===== src/rtl/pic_pkg.sv =====
package pic_pkg;

    localparam int DATA_W     = 32;
    localparam int ADDR_W     = 4;
    localparam int SENSE_W    = 4;
    localparam int FIELDS_PER = DATA_W / SENSE_W;

    localparam logic [ADDR_W-1:0] ADR_MASK_SET = 4'd0;
    localparam logic [ADDR_W-1:0] ADR_MASK_CLR = 4'd1;
    localparam logic [ADDR_W-1:0] ADR_ACCEPT   = 4'd2;
    localparam logic [ADDR_W-1:0] ADR_PEND     = 4'd3;
    localparam logic [ADDR_W-1:0] ADR_MSTAT    = 4'd4;
    localparam logic [ADDR_W-1:0] ADR_RAW_LO   = 4'd5;
    localparam logic [ADDR_W-1:0] ADR_RAW_HI   = 4'd6;
    localparam int                ADR_SENSE0   = 8;

    typedef enum logic [2:0] {
        SNS_RISE = 3'd0,
        SNS_FALL = 3'd1,
        SNS_HIGH = 3'd2,
        SNS_LOW  = 3'd3,
        SNS_BOTH = 3'd4
    } sense_mode_e;

    typedef struct packed {
        logic       fast;   // take the short synchronizer tap
        logic [2:0] mode;
    } sense_t;

    function automatic logic sense_hit(sense_t s, logic cur, logic prev);
        case (sense_mode_e'(s.mode))
            SNS_RISE: return cur & ~prev;
            SNS_FALL: return ~cur & prev;
            SNS_HIGH: return cur;
            SNS_LOW:  return ~cur;
            SNS_BOTH: return cur ^ prev;
            default:  return 1'b0;
        endcase
    endfunction

endpackage


===== src/rtl/pic_sync.sv =====
module pic_sync #(
    parameter int WIDTH  = 32,
    parameter int STAGES = 2
) (
    input  logic             clk,
    input  logic             rst,
    input  logic [WIDTH-1:0] d,
    output logic [WIDTH-1:0] fast_cur,
    output logic [WIDTH-1:0] fast_prev,
    output logic [WIDTH-1:0] slow_cur,
    output logic [WIDTH-1:0] slow_prev
);
    logic [WIDTH-1:0] chain [0:STAGES];

    for (genvar g = 0; g <= STAGES; g++) begin : g_stage
        if (g == 0) begin : g_first
            always_ff @(posedge clk) begin
                if (rst) chain[g] <= '0;
                else     chain[g] <= d;
            end
        end else begin : g_next
            always_ff @(posedge clk) begin
                if (rst) chain[g] <= '0;
                else     chain[g] <= chain[g-1];
            end
        end
    end

    assign fast_cur  = chain[0];
    assign fast_prev = chain[1];
    assign slow_cur  = chain[STAGES-1];
    assign slow_prev = chain[STAGES];

endmodule


===== src/rtl/pic_detect.sv =====
module pic_detect
    import pic_pkg::*;
#(
    parameter int NUM_PINS = 32
) (
    input  logic                    clk,
    input  logic                    rst,
    input  sense_t [NUM_PINS-1:0]   sense,
    input  logic   [NUM_PINS-1:0]   fast_cur,
    input  logic   [NUM_PINS-1:0]   fast_prev,
    input  logic   [NUM_PINS-1:0]   slow_cur,
    input  logic   [NUM_PINS-1:0]   slow_prev,
    output logic   [NUM_PINS-1:0]   evt
);
    for (genvar p = 0; p < NUM_PINS; p++) begin : g_pin
        logic cur, prev;
        assign cur    = sense[p].fast ? fast_cur[p]  : slow_cur[p];
        assign prev   = sense[p].fast ? fast_prev[p] : slow_prev[p];
        assign evt[p] = sense_hit(sense[p], cur, prev);

        AST_RESERVED_QUIET: assert property (@(posedge clk) disable iff (rst)
            (sense[p].mode > 3'd4) |-> !evt[p]);
    end

endmodule


===== src/rtl/pic_regs.sv =====
module pic_regs
    import pic_pkg::*;
#(
    parameter int NUM_PINS = 32
) (
    input  logic                  clk,
    input  logic                  rst,
    input  logic                  wr_en,
    input  logic [ADDR_W-1:0]     addr,
    input  logic [DATA_W-1:0]     wdata,
    output logic [DATA_W-1:0]     rdata,
    input  logic [NUM_PINS-1:0]   evt,
    output sense_t [NUM_PINS-1:0] sense,
    output logic [NUM_PINS-1:0]   mask,
    output logic [NUM_PINS-1:0]   pending
);
    localparam int NUM_SREG = NUM_PINS / FIELDS_PER;
    localparam int HALF     = NUM_PINS / 2;

    logic [DATA_W-1:0]   sense_q [NUM_SREG];
    logic [NUM_PINS-1:0] mask_q, accept_q, pend_q, pclr;

    assign pclr = (wr_en && addr == ADR_PEND) ? wdata : '0;

    always_ff @(posedge clk) begin
        if (rst) begin
            mask_q   <= '0;
            accept_q <= '0;
            pend_q   <= '0;
        end else begin
            if (wr_en && addr == ADR_MASK_SET)      mask_q <= mask_q | wdata;
            else if (wr_en && addr == ADR_MASK_CLR) mask_q <= mask_q & ~wdata;
            if (wr_en && addr == ADR_ACCEPT)        accept_q <= wdata;
            pend_q <= (pend_q & ~pclr) | (evt & accept_q);
        end
    end

    for (genvar k = 0; k < NUM_SREG; k++) begin : g_sreg
        always_ff @(posedge clk) begin
            if (rst) sense_q[k] <= '0;
            else if (wr_en && addr == ADDR_W'(ADR_SENSE0 + k)) sense_q[k] <= wdata;
        end
    end

    for (genvar p = 0; p < NUM_PINS; p++) begin : g_field
        assign sense[p] = sense_t'(sense_q[p / FIELDS_PER][SENSE_W*(p % FIELDS_PER) +: SENSE_W]);
    end

    always_comb begin
        rdata = '0;
        case (addr)
            ADR_MASK_SET, ADR_MASK_CLR: rdata = mask_q;
            ADR_ACCEPT:                 rdata = accept_q;
            ADR_PEND:                   rdata = pend_q;
            ADR_MSTAT:                  rdata = pend_q & mask_q;
            ADR_RAW_LO:                 rdata = {{(DATA_W-HALF){1'b0}}, pend_q[HALF-1:0]};
            ADR_RAW_HI:                 rdata = {{(DATA_W-HALF){1'b0}}, pend_q[NUM_PINS-1:HALF]};
            default: begin
                for (int k = 0; k < NUM_SREG; k++)
                    if (addr == ADDR_W'(ADR_SENSE0 + k)) rdata = sense_q[k];
            end
        endcase
    end

    assign mask    = mask_q;
    assign pending = pend_q;

    AST_RESET_CLEAN: assert property (@(posedge clk)
        $past(rst) |-> (mask_q == '0 && accept_q == '0 && pend_q == '0));
    AST_NEW_PEND_ACCEPTED: assert property (@(posedge clk) disable iff (rst)
        ((pend_q & ~$past(pend_q)) & ~$past(accept_q)) == '0);
    AST_CLEAR_TAKES: assert property (@(posedge clk) disable iff (rst)
        (wr_en && addr == ADR_PEND) |=> ((pend_q & $past(wdata & ~(evt & accept_q))) == '0));
    AST_MASK_SET_TAKES: assert property (@(posedge clk) disable iff (rst)
        (wr_en && addr == ADR_MASK_SET) |=> ((mask_q & $past(wdata)) == $past(wdata)));
    AST_MASK_CLR_TAKES: assert property (@(posedge clk) disable iff (rst)
        (wr_en && addr == ADR_MASK_CLR) |=> ((mask_q & $past(wdata)) == '0));

endmodule


===== src/rtl/pin_irq_ctrl.sv =====
module pin_irq_ctrl
    import pic_pkg::*;
#(
    parameter int NUM_PINS    = 32,
    parameter int SYNC_STAGES = 2
) (
    input  logic                clk,
    input  logic                rst,
    input  logic [NUM_PINS-1:0] pins_in,
    input  logic                bus_wr,
    input  logic [ADDR_W-1:0]   bus_addr,
    input  logic [DATA_W-1:0]   bus_wdata,
    output logic [DATA_W-1:0]   bus_rdata,
    output logic                irq_lo,
    output logic                irq_hi
);
    localparam int HALF = NUM_PINS / 2;

    logic [NUM_PINS-1:0]   fast_cur, fast_prev, slow_cur, slow_prev;
    logic [NUM_PINS-1:0]   evt, mask, pending, mstat;
    sense_t [NUM_PINS-1:0] sense;

    pic_sync #(.WIDTH(NUM_PINS), .STAGES(SYNC_STAGES)) u_sync (
        .clk(clk), .rst(rst), .d(pins_in),
        .fast_cur(fast_cur), .fast_prev(fast_prev),
        .slow_cur(slow_cur), .slow_prev(slow_prev)
    );

    pic_detect #(.NUM_PINS(NUM_PINS)) u_detect (
        .clk(clk), .rst(rst), .sense(sense),
        .fast_cur(fast_cur), .fast_prev(fast_prev),
        .slow_cur(slow_cur), .slow_prev(slow_prev),
        .evt(evt)
    );

    pic_regs #(.NUM_PINS(NUM_PINS)) u_regs (
        .clk(clk), .rst(rst), .wr_en(bus_wr), .addr(bus_addr),
        .wdata(bus_wdata), .rdata(bus_rdata), .evt(evt),
        .sense(sense), .mask(mask), .pending(pending)
    );

    assign mstat  = pending & mask;
    assign irq_lo = |mstat[HALF-1:0];
    assign irq_hi = |mstat[NUM_PINS-1:HALF];

endmodule


===== config.mk =====
export PLATFORM = sky130hd
export DESIGN_NAME = pin_irq_ctrl
export DESIGN_NICKNAME = d
export VERILOG_FILES = /design/src/rtl/pic_pkg.sv /design/src/rtl/pic_sync.sv /design/src/rtl/pic_detect.sv /design/src/rtl/pic_regs.sv /design/src/rtl/pin_irq_ctrl.sv
export SDC_FILE = /design/constraint.sdc
export NUM_CORES = 1
export LEC_CHECK = 0
export CORE_ASPECT_RATIO = 0.75
export CORE_MARGIN = 5
export CORE_UTILIZATION = 50
export DETAILED_ROUTE_END_ITERATION = 6
export HOLD_SLACK_MARGIN = 0.08
export PLACE_DENSITY = 0.74
export SYNTH_ARGS = -nofsm -noshare
export SYNTH_HDL_FRONTEND = slang
export SYNTH_SLANG_ARGS = --single-unit

===== constraint.sdc =====
create_clock -name clk -period 9.9 [get_ports clk]
set_input_delay 1.485 -clock clk [delete_from_list [all_inputs] [get_ports clk]]
set_output_delay 1.485 -clock clk [all_outputs]
set_load 0.01 [all_outputs]

# ---- Word level (Yosys, flattened, before mapping)
# Memory sizes are Yosys's and may differ from the RTL's.
# Index checks and enable logic that the tools add are counted.
dict set report totals {
  ff_bits 96
  latch_bits 0
  ramBits 224
  romBits 0
  output_inout_bits 34
  mem_count 2
}
dict set report classes {
  addsub 0
  multipliers 0
  div_mod_pow 0
  magnitude_cmp 0
  eq_ne 138
  shifts 0
  mux 126
  n_bitwise 175
  n_reduce_logical 45
}
# name words word_bits rd rd_clocked_by_memory_dff write_ports line_no
set memory_table {}
lappend memory_table {u_regs.sense_q 4 32 4 0 4 pic_regs.sv:20} ;# logic [DATA_W-1:0] sense_q [NUM_SREG];
lappend memory_table {u_sync.chain 3 32 3 0 3 pic_sync.sv:13} ;# logic [WIDTH-1:0] chain [0:STAGES];
# operator count
set op_table {}
lappend op_table {{2-to-1 mux 32 bit} 14}
lappend op_table {{equality test 3 x 2 -> 1 bit (second input constant)} 64}
lappend op_table {{case mux 32 bit (6 select lines)} 1}
lappend op_table {{case mux 1 bit (5 select lines)} 32}
lappend op_table {{AND 32 bit} 4}
lappend op_table {{equality test 3 x 1 -> 1 bit (second input constant)} 32}
lappend op_table {{equality test 3 bit (second input constant)} 32}
lappend op_table {{zero test 3 bit} 32}
lappend op_table {{2-to-1 mux 1 bit} 79}
lappend op_table {{AND 1 bit} 64}
lappend op_table {{NOT 1 bit} 64}
lappend op_table {{NOT 32 bit} 2}
lappend op_table {{OR 32 bit} 2}
lappend op_table {{OR reduction 16 bit} 2}
lappend op_table {{bitwise XOR 1 bit} 32}
lappend op_table {{equality test 4 bit (second input constant)} 4}
lappend op_table {{equality test 4 x 3 -> 1 bit (second input constant)} 3}
lappend op_table {{equality test 4 x 2 -> 1 bit (second input constant)} 2}
lappend op_table {{logical AND 1 bit} 8}
lappend op_table {{OR 1 bit} 7}
lappend op_table {{equality test 4 x 1 -> 1 bit (second input constant)} 1}
lappend op_table {{zero test 4 bit} 1}
lappend op_table {{nonzero test 2 bit} 1}
lappend op_table {{OR reduction 2 bit} 1}

# ---- Depth between registers and ports, before layout
dict set report depth {
  ltp_word 6
  depth_mapped 8
  depth_no_buf 7
}

# ---- Hierarchy
# A second synthesis with hierarchy kept.
dict set report unflattened {
  cells_unflattened 1683
  hier_area_um2 17473.0
}
# mod n_inst cells_per_inst area_each_um2 seq_area_each_um2
set by_module_without_submodules {}
lappend by_module_without_submodules {pic_regs 1 1015 10616.4 5765.5}
lappend by_module_without_submodules {pic_detect 1 416 3813.7 0.0}
lappend by_module_without_submodules {pic_sync 1 234 2840.2 1921.8}
lappend by_module_without_submodules {pin_irq_ctrl 1 18 202.7 0.0}

# ---- Least setup slack after synthesis
# Ideal clock, no wire load.
dict set report synth_path {
  path_type {input to register}
  start {input port bus_addr[0]}
  end {memory u_regs.sense_q[0][0] (enable)}
  arrival_ps 4710
  t_required_ps 9430
  setup_slack_ps 4720
  stages 6
  path_buffers 5
  path_cell_list {buf_6 > buf_6 > buf_2 > buf_2 > buf_2 > o31ai_1}
}
# element line_no
set synth_lines {}
lappend synth_lines {{start: declaration} pin_irq_ctrl.sv:11} ;# input logic [ADDR_W-1:0] bus_addr,
lappend synth_lines {{end: declaration} pic_regs.sv:20}

# ---- Worst setup path after layout
dict set report layout_path {
  start {input port bus_addr[0]}
  end {output port bus_rdata[14]}
}
dict set report layout_via {
  elab_chain_len 6
}
# element line_no
set layout_rtl {}
lappend layout_rtl {{equality test 4 bit} pic_regs.sv:60} ;# if (addr == ADDR_W'(ADR_SENSE0 + k)) rdata = sense_q[k];
lappend layout_rtl {{2-to-1 mux 32 bit (4 in a row)} pic_regs.sv:60}
lappend layout_rtl {{case mux 32 bit (6 select lines) *} pic_regs.sv:51} ;# case (addr)
lappend layout_rtl {{end: declaration} pin_irq_ctrl.sv:13} ;# output logic [DATA_W-1:0] bus_rdata,
# Mark *: on every way between the ends. The rest lies on a longest branch, timed or not.

==> results.cfg <==
[status]
status = finished, violations left
violations = DRC

[finish]
fin_cells = 2063
final_cell_mix = dfxtp_1, nand2_1, and2_1, edfxtp_1
drive_gt1_frac = 0.0815
final_common_cell = dfxtp_1
fin_nets = 1727
final_area_um2 = 18700
area_growth_pct = 15.2

[critical_path]
r2r_end = u_regs.pending[27]
cpMostUsedCell = buf_4
cp-start-kind = input pin
crit_path_end_kind = primary output
slowest_delay_ns = 0.72
critPathSlowestCell = buf_4
rrSetupSlack_ns = 7.71
r2r_start = u_regs.sense_q[3][15]
crit_required_ns = 8.42
crit_end = bus_rdata[14]
r2r_cells = 7
crit_chain = buf_4 -> buf_4 -> nand2b_1 -> nor2_2 -> a32o_1 -> o31a_1 -> clkdlybuf4s50_1
cp_max_fo = 58
crit_type = in -> out
cp.arrival_ns = 4.58
worstSetupStartpoint = bus_addr[0]

[sta]
finalHoldViolCount = 0
skew_ns = 0.0158
rsz0062_at_grt = false
timing_worst_slew_pin_value_ns = 1.23
finalCritPeriodShare = 0.612
max_freq_ghz = 0.165
finalCriticalPeriod_ns = 6.06
maxSlewViolCount = 0
max_slew_margin = 0.178
finalSetupViolations = 0
layout_setup_ws_ns = 3.84
tns_ns = 0

[cts]
clkLatencyLatePin_ns = 0.54
cts_buffers = 35
cts-root-buf = clkbuf_16
cts_tree = done
post_cts_buffers = 0
ctsHoldBuffers = 0
cts_resized = 0
cts_num_sinks = 320
cts_htree_levels = 2
path_clk_slew_ns = 0.06
clockBufferDepth = 3

[route]
drt-total-wl_um = 49200
drt-initial-drc-count = 1751
wl_per_cell_um = 23.9
drt-vias-per-instance = 6.29
ant_nets = 0
dr.pass1.iters = 7
num_vias = 13000
drt_drc_violations_left = 5

[grt]
grt_use_total = 0.264
overflow = 0
grt_pass1_wl_um = 75100
grt_pass1_vias = 12400
antenna_found_initial = 3
grt_max_degree = 107

[floorplanning]
start_util = 0.504
ios = 105
dieWidth_um = 218
core_area_um2 = 32200
num_rows = 57
die_h_um = 166
dieArea_um2 = 36200

[placement]
dpl.hpwl_um = 33300
dp.cells = 1997
post-place-ws_ns = 3.88
place_area_um2 = 17600
gp_congestion = 0.995
io_buffers = 104

[yosys]
netlist_instances = 1525
ys_seq_elements = 320
synth_edf_count = 128
async_flop_share = 0
yosysSeqAreaShare = 0.474
yosysUniqueCellTypes = 57
netlist_area_um2 = 16200
syn_avg_cell_area_um2 = 10.6
synthesis.nets = 1660
ys.warnings.count = 0
ys.flop_type = dfxtp_1

[pwr]
ir_worst_vdd_mv = 0.0919
pwr_density_cell_nw_per_um2 = 166
p_leak_nw = 7.11
p_total_mw = 3.10

[min_path]
hold_path.class = reg -> reg

[flow_run]
cap_violations = 0
cell families after synthesis:
logic type	after synthesis	synth area share
compound gates	361	0.155
simple gates	457	0.160
fa+ha+maj	71	0.0537
flops	320	0.474
buf+inv	174	0.0478
xor+xnor	33	0.0178
mux	109	0.0922
cells in the mapped netlist, types with 11 or more instances:
cell | number | share of area
a21o_1 | 11 | 0.0051
a21oi_1 | 79 | 0.024
a221oi_1 | 38 | 0.021
a222oi_1 | 12 | 0.0074
a311oi_1 | 32 | 0.017
a31o_1 | 30 | 0.016
a31oi_1 | 30 | 0.012
and2_1 | 131 | 0.050
buf_2 | 26 | 0.0080
buf_4 | 14 | 0.0065
clkbuf_1 | 46 | 0.011
dfxtp_1 | 192 | 0.24
edfxtp_1 | 128 | 0.24
ha_1 | 64 | 0.049
inv_1 | 80 | 0.018
mux2i_1 | 73 | 0.045
mux4_2 | 32 | 0.044
nand2_1 | 129 | 0.030
nand4_1 | 34 | 0.013
nor2_1 | 12 | 0.0028
nor2b_1 | 101 | 0.039
o21ai_0 | 53 | 0.016
o21bai_1 | 32 | 0.015
or4_1 | 32 | 0.015
xor2_1 | 33 | 0.018
power breakdown:
group,total (mW),internal (mW),switching [mW]
registers,1.49,1.43,0.0600
logic,0.303,0.132,0.171
clock network,1.32,0.770,0.546
total,3.10,2.33,0.777
per-layer routing:
metal	GRT usage	part of all wire	wire length [um]	vias up
met5	0	0.00026	13	-
met4	0.0852	0.039	1920	2
met3	0.0552	0.11	5190	144
met2	0.399	0.43	21400	765
met1	0.381	0.42	20700	6301
li1	-	-	-	5756
sequential cells by signal, indices dropped and copies added (netlist names), named ones only:
| signal | flops |
|---|---|
| u_regs.accept_q | 32 |
| u_regs.pending | 32 |
| u_sync.chain | 96 |
| u_regs.sense_q | 128 |
cell type report:
type | instances | area [um^2]
Tap cell | 442 | 553
Inverter | 81 | 305
Fill cell | 2739 | 13500
Antenna cell | 2 | 5.00
Sequential cell | 320 | 7690
Clock inverter | 13 | 125
Timing Repair Buffer | 123 | 1170
Multi-Input combinational cell | 1031 | 7840
Clock buffer | 51 | 1020
worst min-delay path by stage:
stage / startpoint / end / slack [ns] / cells after the start
global route: u_sync.chain[0][20] / u_sync.chain[1][20] / 0.48 / 1
finish: u_sync.chain[0][29] / u_sync.chain[1][29] / 0.46 / 1
detailed placement: u_sync.chain[0][6] / u_sync.chain[1][6] / 0.46 / 1
CTS: u_sync.chain[0][22] / u_sync.chain[1][22] / 0.46 / 1
floorplan: u_sync.chain[0][0] / u_sync.chain[1][0] / 0.44 / 1
global placement: u_sync.chain[0][22] / u_sync.chain[1][22] / 0.45 / 1
critical path: cells and delay by family:
family / cells / cell delay [ns]
buf+inv: 3 / 1.86
simple gates: 2 / 0.59
compound gates: 2 / 0.55
through the flow:
step / utilization / hold WS (ns)
6_report: 0.580 / 0.464
5_1_grt: 0.580 / 0.479
4_1_cts: 0.580 / 0.465
3_5_place_dp: 0.545 / 0.461
3_3_place_gp: 0.545 / 0.453
2_1_floorplan: - / 0.438
(Power assumes the default switching activity.)
